### config.mk
export PLATFORM = sky130hd
export DESIGN_NAME = lvl_irq_bank
export DESIGN_NICKNAME = d
export VERILOG_FILES = /design/src/rtl/lvl_irq_pkg.sv /design/src/rtl/lvl_irq_tick.sv /design/src/rtl/lvl_irq_chan.sv /design/src/rtl/lvl_irq_bank.sv
export SDC_FILE = /design/constraint.sdc
export NUM_CORES = 1
export LEC_CHECK = 0
export CORE_MARGIN = 3
export CORE_UTILIZATION = 45
export DETAILED_ROUTE_END_ITERATION = 6
export DONT_BUFFER_PORTS = 1
export PLACE_DENSITY = 0.7
export SYNTH_ARGS = -nofsm -noshare
export SYNTH_HDL_FRONTEND = slang
export SYNTH_SLANG_ARGS = --single-unit
### constraint.sdc
create_clock -name clk -period 2.9 [get_ports clk]
set_clock_uncertainty 0.15 [all_clocks]
set_input_delay 0.435 -clock clk [delete_from_list [all_inputs] [get_ports clk]]
set_output_delay 0.435 -clock clk [all_outputs]
set_load 0.005 [all_outputs]
### src/rtl/lvl_irq_pkg.sv
package lvl_irq_pkg;
  // Word addresses decoded by the register port
  localparam int unsigned A_VIEW   = 0;
  localparam int unsigned A_VIEWEN = 1;
  localparam int unsigned A_POL    = 5;
  localparam int unsigned A_IRQEN  = 6;
  localparam int unsigned A_RAW    = 7;
  localparam int unsigned A_PEND   = 8;
  localparam int unsigned A_CLR    = 9;
  localparam int unsigned A_ARM    = 10;
  localparam int unsigned A_CFG    = 16;
  // Width of the debounce length field in each config word
  localparam int unsigned DBNC_W   = 12;
endpackage

### src/rtl/lvl_irq_tick.sv
module lvl_irq_tick #(
  parameter int unsigned DIV = 100000
) (
  input  logic clk,
  input  logic rst,
  output logic tick_o
);
  localparam int unsigned CW = $clog2(DIV > 1 ? DIV : 2);
  logic [CW-1:0] cnt;

  always_ff @(posedge clk) begin
    if (rst) begin
      cnt    <= '0;
      tick_o <= 1'b0;
    end else if (cnt == CW'(DIV - 1)) begin
      cnt    <= '0;
      tick_o <= 1'b1;
    end else begin
      cnt    <= cnt + 1'b1;
      tick_o <= 1'b0;
    end
  end
endmodule

### src/rtl/lvl_irq_chan.sv
module lvl_irq_chan #(
  parameter int unsigned CNT_W = 12
) (
  input  logic             clk,
  input  logic             rst,
  input  logic             pin_i,
  input  logic             arm_i,
  input  logic             clr_i,
  input  logic             pol_i,
  input  logic             tick_i,
  input  logic [CNT_W-1:0] dbnc_i,
  output logic             level_o,
  output logic             raw_o
);
  logic             s1;
  logic             armed;
  logic [CNT_W-1:0] cnt;
  logic             done;

  // Window ends on the first cycle the loaded count is found at zero
  always_comb done = armed && !arm_i && (cnt == '0);

  always_ff @(posedge clk) begin
    if (rst) begin
      s1      <= 1'b0;
      level_o <= 1'b0;
    end else begin
      s1      <= pin_i;
      level_o <= s1;
    end
  end

  always_ff @(posedge clk) begin
    if (rst) begin
      armed <= 1'b0;
      cnt   <= '0;
    end else if (arm_i) begin
      armed <= 1'b1;
      cnt   <= dbnc_i;
    end else if (done) begin
      armed <= 1'b0;
    end else if (armed && tick_i) begin
      cnt   <= cnt - 1'b1;
    end
  end

  // A new match takes priority over a clear in the same cycle
  always_ff @(posedge clk) begin
    if (rst)                          raw_o <= 1'b0;
    else if (done && level_o == pol_i) raw_o <= 1'b1;
    else if (clr_i)                   raw_o <= 1'b0;
  end
endmodule

### src/rtl/lvl_irq_bank.sv
module lvl_irq_bank
  import lvl_irq_pkg::*;
#(
  parameter int unsigned DW       = 16,
  parameter int unsigned AW       = 6,
  parameter int unsigned TICK_DIV = 100000
) (
  input  logic          clk,
  input  logic          rst,
  input  logic [DW-1:0] pins_i,
  input  logic          wr_en,
  input  logic          rd_en,
  input  logic [AW-1:0] addr,
  input  logic [DW-1:0] wdata,
  output logic [DW-1:0] rdata,
  output logic          irq_o
);
  localparam int unsigned NCH  = DW;
  localparam int unsigned CH_W = $clog2(NCH);

  logic [DW-1:0] view_en_q, pol_q, ie_q, arm_q, clr_q;
  logic [DW-1:0] lvl_w, raw_w;
  logic [DW-1:0] cfg_q [NCH];
  logic          tick;
  logic [AW-1:0] cfg_off;
  logic          cfg_hit;
  logic [CH_W-1:0] cfg_idx;

  always_comb begin
    cfg_off = addr - AW'(A_CFG);
    cfg_hit = (addr >= AW'(A_CFG)) && (cfg_off < AW'(NCH));
    cfg_idx = cfg_off[CH_W-1:0];
  end

  lvl_irq_tick #(.DIV(TICK_DIV)) u_tick (
    .clk    (clk),
    .rst    (rst),
    .tick_o (tick)
  );

  for (genvar g = 0; g < NCH; g++) begin : g_ch
    lvl_irq_chan #(.CNT_W(DBNC_W)) u_ch (
      .clk     (clk),
      .rst     (rst),
      .pin_i   (pins_i[g]),
      .arm_i   (arm_q[g]),
      .clr_i   (clr_q[g]),
      .pol_i   (pol_q[g]),
      .tick_i  (tick),
      .dbnc_i  (cfg_q[g][DBNC_W-1:0]),
      .level_o (lvl_w[g]),
      .raw_o   (raw_w[g])
    );
  end

  always_ff @(posedge clk) begin
    if (rst) begin
      view_en_q <= '0;
      pol_q     <= '0;
      ie_q      <= '0;
      arm_q     <= '0;
      clr_q     <= '0;
    end else begin
      arm_q <= '0;
      clr_q <= '0;
      if (wr_en) begin
        case (addr)
          AW'(A_VIEWEN): view_en_q <= wdata;
          AW'(A_POL):    pol_q     <= wdata;
          AW'(A_IRQEN):  ie_q      <= wdata;
          AW'(A_CLR):    clr_q     <= wdata;
          AW'(A_ARM):    arm_q     <= wdata;
          default: ;
        endcase
      end
    end
  end

  always_ff @(posedge clk) begin
    if (rst) begin
      for (int i = 0; i < NCH; i++) cfg_q[i] <= '0;
    end else if (wr_en && cfg_hit) begin
      cfg_q[cfg_idx] <= wdata;
    end
  end

  always_ff @(posedge clk) begin
    if (rst) begin
      rdata <= '0;
    end else if (rd_en) begin
      if (cfg_hit) begin
        rdata <= cfg_q[cfg_idx];
      end else begin
        case (addr)
          AW'(A_VIEW):   rdata <= lvl_w & view_en_q;
          AW'(A_VIEWEN): rdata <= view_en_q;
          AW'(A_POL):    rdata <= pol_q;
          AW'(A_IRQEN):  rdata <= ie_q;
          AW'(A_RAW):    rdata <= raw_w;
          AW'(A_PEND):   rdata <= raw_w & ie_q;
          default:       rdata <= '0;
        endcase
      end
    end
  end

  always_ff @(posedge clk) begin
    if (rst) irq_o <= 1'b0;
    else     irq_o <= |(raw_w & ie_q);
  end
endmodule

==> summary.txt, run 1 <==
Status
  • Status: finished, final reports clean

Global route
  • Vias in the first global route: 23152
  • Largest net degree at the start of global routing: 169
  • Total GRT Usage: 26.27%
  • Initial antenna violation count: 3
  • First-pass GRT wire length: 141300 um
  • Total congestion overflow: 0

Setup path
  • R2r setup slk: 80 ps
  • Critical Path Start Type: register
  • Worst Path Arrival: 3220 ps
  • Kind of critical path: reg -> reg
  • Worst-path cell chain: inv_1, ha_1, or4b_2, o211ai_1, buf_4, o21ai_0, a311oi_1, dlygate4sd3_1
  • Slowest cell on the critical path: or4b_2
  • Crit path largest cell delay: 630 ps
  • WP data required: 3300 ps
  • Crit path capture type: register
  • Cells on worst reg2reg path: 8
  • Crit path max fanout: 5
  • Worst reg2reg endpoint: g_ch[14].u_ch.cnt[6]
  • Crit path from: g_ch[14].u_ch.cnt[1]
  • FF-to-FF Start: g_ch[14].u_ch.cnt[1]

Power and ir drop
  • Power Dens Cells: 552.7 nW/um^2
  • Peak VDD IR: 0.5116 mV
  • Leak: 13.27 nW

Clocking
  • CTS Sinks: 627
  • Worst-Skew Late Latency: 620 ps
  • Clk pin slew, worst setup/hold paths: 60 ps
  • Total CTS buffers: 68
  • Clock root buffer: clkbuf_16
  • H-tree Lvls: 3
  • Clk buf depth: 3
  • TritonCTS clock tree: yes

Route
  • WL met1: 38070 um
  • Drt wl/cell: 23.20 um
  • ANT nets after route: 0
  • Residual DRC count: 0
  • DR iter-0 viols: 2721
  • Drt total wl: 94060 um
  • Drt via density: 6.018
  • Vias: 24402
  • Uppermost layer routed: met5
  • Routed wl met2: 42300 um
  • Drt pass-1 iters: 6
  • WL met3: 9334 um

Synth
  • EDFF count, synth: 256
  • Mean area per synthesized cell: 9.924 um^2
  • Flops & latches, synth: 627
  • Seq/Total Area, Yosys: 50.72%
  • Cell variety after synth: 70
  • Synth Net Count: 3078
  • Async SR Flop Fraction: 0%
  • Cell count after synthesis: 3003
  • Synth Flop Type: dfxtp_1
  • Synth warn: 0
  • Cell area after synthesis: 29800 um^2

Finish
  • Multi-input gate area: 13580 um^2
  • FF/Latch Area: 15120 um^2
  • Area growth, synth to finish: 17.89%
  • Fillers: 5563
  • Nets: 3219
  • Layout cells sized above 1: 7.411%

Place
  • IO buf count: 0
  • Estimated wirelength of the detail-placed design: 60550 um
  • Gp weighted congestion: 0.9799

Timing
  • Max Clk Rate: 354.1 MHz
  • TNS Setup: 0 ps
  • Final Max Tran Viols: 0
  • Final Critical Period: 2824 ps
  • Worst slew margin: 21.41%
  • Endpoints failing setup: 0
  • Final worst-path cycle share: 97.39%
  • Final hold violation count: 0
  • Hold_ws: 41.50 ps
  • Least-Margin Pin Slew: 1175 ps

Die
  • Core area: 64930 um^2
  • Die Wd: 263.3 um
  • Initial Util: 45.90%
  • Chip height: 263.3 um
  • I/O pin total: 59
  • Row count: 93
  • DIE AREA: 69350 um^2

Hold path
  • Hold Path End: rdata[11]
  • Hold crit path type: in -> reg
  • Hold path startpoint: rd_en
  • WHS Path Cells: 2

Job
  • Max Cap Viol: 0
==> logic make-up (layout without fill, tap and decap cells) <==
kind of cell | Yosys count | in the layout | share of synthesized area [%]
AOI/OAI and AO/OA | 572 | 572 | 12.80
xor gates and xnor gates | 144 | 144 | 4.232
adders and majority gates | 33 | 33 | 1.386
buffers and inverters | 299 | 494 | 3.909
DFF | 627 | 627 | 50.72
muxes | 163 | 163 | 5.483
other | 0 | 2 | 0
and+or+nand+nor | 1165 | 1165 | 21.48
==> state kept, by name, indices dropped and copies added (netlist names), 16 cells and up <==
| register | count |
|---|---|
| rdata | 16 |
| g_ch.u_ch.raw_o | 16 |
| pol_q | 16 |
| clr_q | 16 |
| g_ch.u_ch.cnt | 192 |
| arm_q | 16 |
| g_ch.u_ch.level_o | 16 |
| view_en_q | 16 |
| g_ch.u_ch.armed | 16 |
| cfg_q | 256 |
| ie_q | 16 |
| u_tick.cnt | 17 |
| g_ch.u_ch.s1 | 16 |
==> repair_timing <==
item,in CTS,in global routing
gates resized for setup,0,6
buffers inserted,0,5
endpoints found under the setup margin,0,10
hold endpoints to repair,576,0
hold buffers,207,0
==> worst max path at each step <==
stage / endpoint / slack [ps] / cells past startpoint
finish: g_ch[14].u_ch.cnt[6] / 80 / 8
global route: g_ch[14].u_ch.cnt[7] / -60 / 8
CTS: g_ch[0].u_ch.cnt[0] / 50 / 9
detailed placement: cfg_q[1][6] / 280 / 5
global placement: cfg_q[1][3] / 340 / 5
floorplan: cfg_q[13][0] / -60 / 5
==> report_power, final <==
group	total (mW)	internal (mW)	switching [mW]
sequential	9.60	9.41	0.191
combinational	1.01	0.351	0.654
clock	8.81	5.18	3.63
total	19.4	14.9	4.48
==> worst max-delay path, delay by kind of cell, from the launching register on <==
kind,cells,cell delay [ps]
buffers and inverters,3,850
adder cells (fa/ha/maj),1,190
AND/OR/NAND/NOR,1,630
AO/OA/AOI/OAI,3,630
flip-flops,1,330
==> cells in the mapped netlist (14+ instances only) <==
cell type | count | area, um^2
nor2b_1 | 50 | 312.8
a22oi_1 | 56 | 420.4
o31ai_1 | 17 | 127.6
nand2_1 | 123 | 461.7
a21oi_1 | 143 | 715.7
xor2_1 | 41 | 359.1
nand3_1 | 99 | 495.5
a31oi_1 | 27 | 168.9
nor4_1 | 52 | 325.3
and2_1 | 299 | 1871
inv_1 | 91 | 341.6
and3_1 | 19 | 118.9
o21ai_0 | 89 | 445.4
a211oi_1 | 92 | 690.7
nor4b_1 | 20 | 175.2
a311oi_1 | 33 | 289.0
or2_2 | 14 | 87.58
clkbuf_1 | 172 | 645.6
or3_1 | 26 | 162.7
nor2_1 | 245 | 919.6
mux2i_1 | 161 | 1612
o21a_1 | 31 | 232.7
nand4_1 | 27 | 168.9
nand2b_1 | 24 | 150.1
edfxtp_1 | 256 | 7687
a221o_1 | 14 | 140.1
o211ai_1 | 14 | 105.1
nor3b_1 | 14 | 105.1
ha_1 | 33 | 412.9
dfxtp_1 | 371 | 7427
xnor2_1 | 103 | 902.1
nor3_1 | 82 | 410.4
or4_1 | 27 | 202.7
a21o_1 | 16 | 120.1
buf_2 | 28 | 140.1
==> cells in the final DEF (no fill, tap or decap), types with 19 or more instances in the layout <==
cell           instances
a21oi_1              143
nor3_1                82
inv_1                 91
edfxtp_1             256
nor2b_1               48
o21a_1                31
o21ai_0               77
xor2_1                41
nor4_1                49
or3_1                 26
a211oi_1              92
and2_1               299
a31oi_1               27
a22oi_1               56
clkbuf_16             70
nor2_1               244
ha_1                  33
nand2b_1              24
mux2i_1              161
nand3_1               98
nand2_1              123
dfxtp_1              370
buf_4                 68
nand4_1               27
xnor2_1              103
nor4b_1               19
dlygate4sd3_1        192
and3_1                19
a311oi_1              32
or4_1                 27
==> layout make-up <==
class	instances	area share (%)
clock inverter	30	0.9616
multi-input combinational	2077	38.65
inverter	94	1.004
clock buffer	94	5.442
antenna	2	0.01425
timing repair buffer	276	7.856
tap	855	3.045
sequential	627	43.02
==> per-stage QoR <==
stage / utilization, % / setup slack [ps] / power [mW] / area (um^2) / cells
finish: 54.11 / 75.73 / 19.42 / 35130 / 4055
global placement: 47.09 / 336.9 / 10.45 / 30580 / 3717
global route: 54.10 / -55.72 / 19.91 / 35130 / 4053
CTS: 53.99 / 54.45 / 19.45 / 35050 / 4048
floorplan: - / -60.20 / 10.26 / 29800 / 3003
detailed placement: 47.09 / 282.3 / 10.46 / 30580 / 3717
==> per-layer routing <==
layer | GRT usage (%) | vias to the layer above
li1 | - | 11130
met1 | 35.45 | 11886
met2 | 40.77 | 1150
met3 | 5.785 | 232
met4 | 11.18 | 4
met5 | 0 | -
No activity file was read; power rests on OpenSTA's default activity.
==> run 2, diff against run 1 <==
--- a/config.mk
+++ b/config.mk
@@ -9,7 +9,9 @@
 export CORE_UTILIZATION = 45
 export DETAILED_ROUTE_END_ITERATION = 6
 export DONT_BUFFER_PORTS = 1
+export GPL_TIMING_DRIVEN = 0
 export PLACE_DENSITY = 0.7
+export SKIP_CTS_REPAIR_TIMING = 1
 export SYNTH_ARGS = -nofsm -noshare
 export SYNTH_HDL_FRONTEND = slang
 export SYNTH_SLANG_ARGS = --single-unit
==> run 2 against run 1 <==
Clock power up 3.7%. Register-to-register slack about the same. Final cell count down 0.52%. The run now ends with DRC, setup timing left. Worst setup slack worse by 84 ps. Critical path type is now in -> reg.
==> summary.txt, run 2 (synthesis gave the netlist of run 1 again) <==
Place
  • Post-placement cell area: 30960 um^2
  • Estimated wirelength of the detail-placed design: 78650 um
  • Placed insts: 3866
  • Gp weighted congestion: 1.041
  • IO buf count: 0

Global route
  • Vias in the first global route: 22361
  • Total GRT Usage: 30.19%
  • First-pass GRT wire length: 153600 um
  • Total congestion overflow: 0
  • Initial antenna violation count: 13
  • Largest net degree at the start of global routing: 17

Clocking
  • Total CTS buffers: 70
  • Clk buf depth: 3
  • Clk pin slew, worst setup/hold paths: 60 ps
  • TritonCTS clock tree: yes
  • Clock root buffer: clkbuf_16
  • H-tree Lvls: 3
  • CTS Sinks: 627
  • Worst-Skew Late Latency: 630 ps

Die
  • Die Wd: 263.3 um
  • Chip height: 263.3 um
  • Row count: 93
  • Initial Util: 45.90%
  • I/O pin total: 59
  • DIE AREA: 69350 um^2
  • Core area: 64930 um^2

Power and ir drop
  • Peak VDD IR: 0.5170 mV
  • Leak: 12.18 nW
  • Power Dens Cells: 591.7 nW/um^2

Timing
  • Least-Margin Pin Slew: 1374 ps
  • Worst slew margin: 8.409%
  • Final Max Tran Viols: 0
  • Setup WS post-layout: -7.838 ps
  • Endpoints failing setup: 17
  • Final worst-path cycle share: 100.3%
  • Final Critical Period: 2908 ps
  • Max Clk Rate: 343.9 MHz
  • Final hold violation count: 0

Setup path
  • Critical Path Start Type: primary input
  • Crit path max fanout: 16
  • Kind of critical path: in -> reg
  • WP data required: 3010 ps
  • Crit path capture type: register
  • FF-to-FF Start: u_tick.tick_o
  • Worst Path Arrival: 3020 ps
  • Crit path from: addr[0]

Route
  • Drt total wl: 108900 um
  • Drt wl/cell: 26.99 um
  • ANT nets after route: 0
  • Drt via density: 6.127
  • DR iter-0 viols: 3359
  • Residual DRC count: 9
  • Drt pass-1 iters: 7
  • Vias: 24718

Finish
  • Post-Layout Cell Count: 4034
  • Layout cells sized above 1: 6.520%
  • Nets: 3192
  • Most frequent cells in the layout: 371 x dfxtp_1, 299 x and2_1, 256 x edfxtp_1, 245 x nor2_1, 175 x clkbuf_1
  • Most flop-heavy register: cfg_q
  • Area growth, synth to finish: 13.22%
  • Largest registers: cfg_q (256), g_ch.u_ch.cnt (192), u_tick.cnt (17)
  • Max reg flops: 256
  • Commonest non-fill, non-tap cell in the layout: dfxtp_1
  • Post-Layout Inst Area: 33740 um^2

Status
  • Status: finished, violations left
  • Failing checks: DRC, setup timing

Hold path
  • Hold crit path type: in -> reg
  • Hold path startpoint: rd_en

Job
  • Max Cap Viol: 0
-- run 2: layer usage --
layer	part of all wire, %	GRT usage, %	wire [um]	vias up
li1	-	-	-	11075
met1	41	42.30	44140	11865
met2	42	43.04	45320	1502
met3	13	8.262	13970	264
met4	4.9	14.48	5383	12
met5	0.073	0	79	-
-- run 2: worst paths after layout --
| check | to | slack (ps) | depth (start not counted) |
|---|---|---|---|
| hold / removal | rdata[8] | 110 | 3 |
| setup / recovery | cfg_q[3][10] | -8 | 5 |
| setup reg to reg | g_ch[14].u_ch.cnt[1] | 90 | 7 |
| hold reg to reg | g_ch[13].u_ch.level_o | 290 | 1 |
-- run 2: critical path: stages --
cell      delay, ps
clkbuf_1        440
clkbuf_1        560
nand3_1         590
nor3_4          510
or2_2           470
-- run 2: area by class of cell --
type                       instances  area [um^2]
buffer                           205        842.1
inverter                          94        352.8
clock buffer                      93         1999
sequential                       627        15110
tap                              855         1070
timing repair buffer              42        432.9
antenna                            4        10.01
clock inverter                    37        331.6
fill                            5949        31190
multi-input combinational       2077        13590
-- run 2: report_power, final --
part | switching, mW | leakage, nW | internal [mW]
Combinational | 0.896 | 5.60 | 0.304
Clock | 3.81 | 1.15 | 5.32
Sequential | 0.215 | 5.43 | 9.41
Total | 4.93 | 12.2 | 15.0
-- run 2: metrics by stage --
step	TNS [ps]	hold WS [ps]	utilization (%)	setup slack, ps	power, mW
floorplan	-5479	262.9	-	-60.20	10.26
global placement	-450180	271.6	47.55	-1642	10.88
detailed placement	-303570	277.4	47.69	-1668	10.89
CTS	-64810	-243.8	51.28	-1694	19.83
global route	-20.39	128.9	51.95	-20.39	20.34
finish	-99.37	107.0	51.96	-7.838	19.96
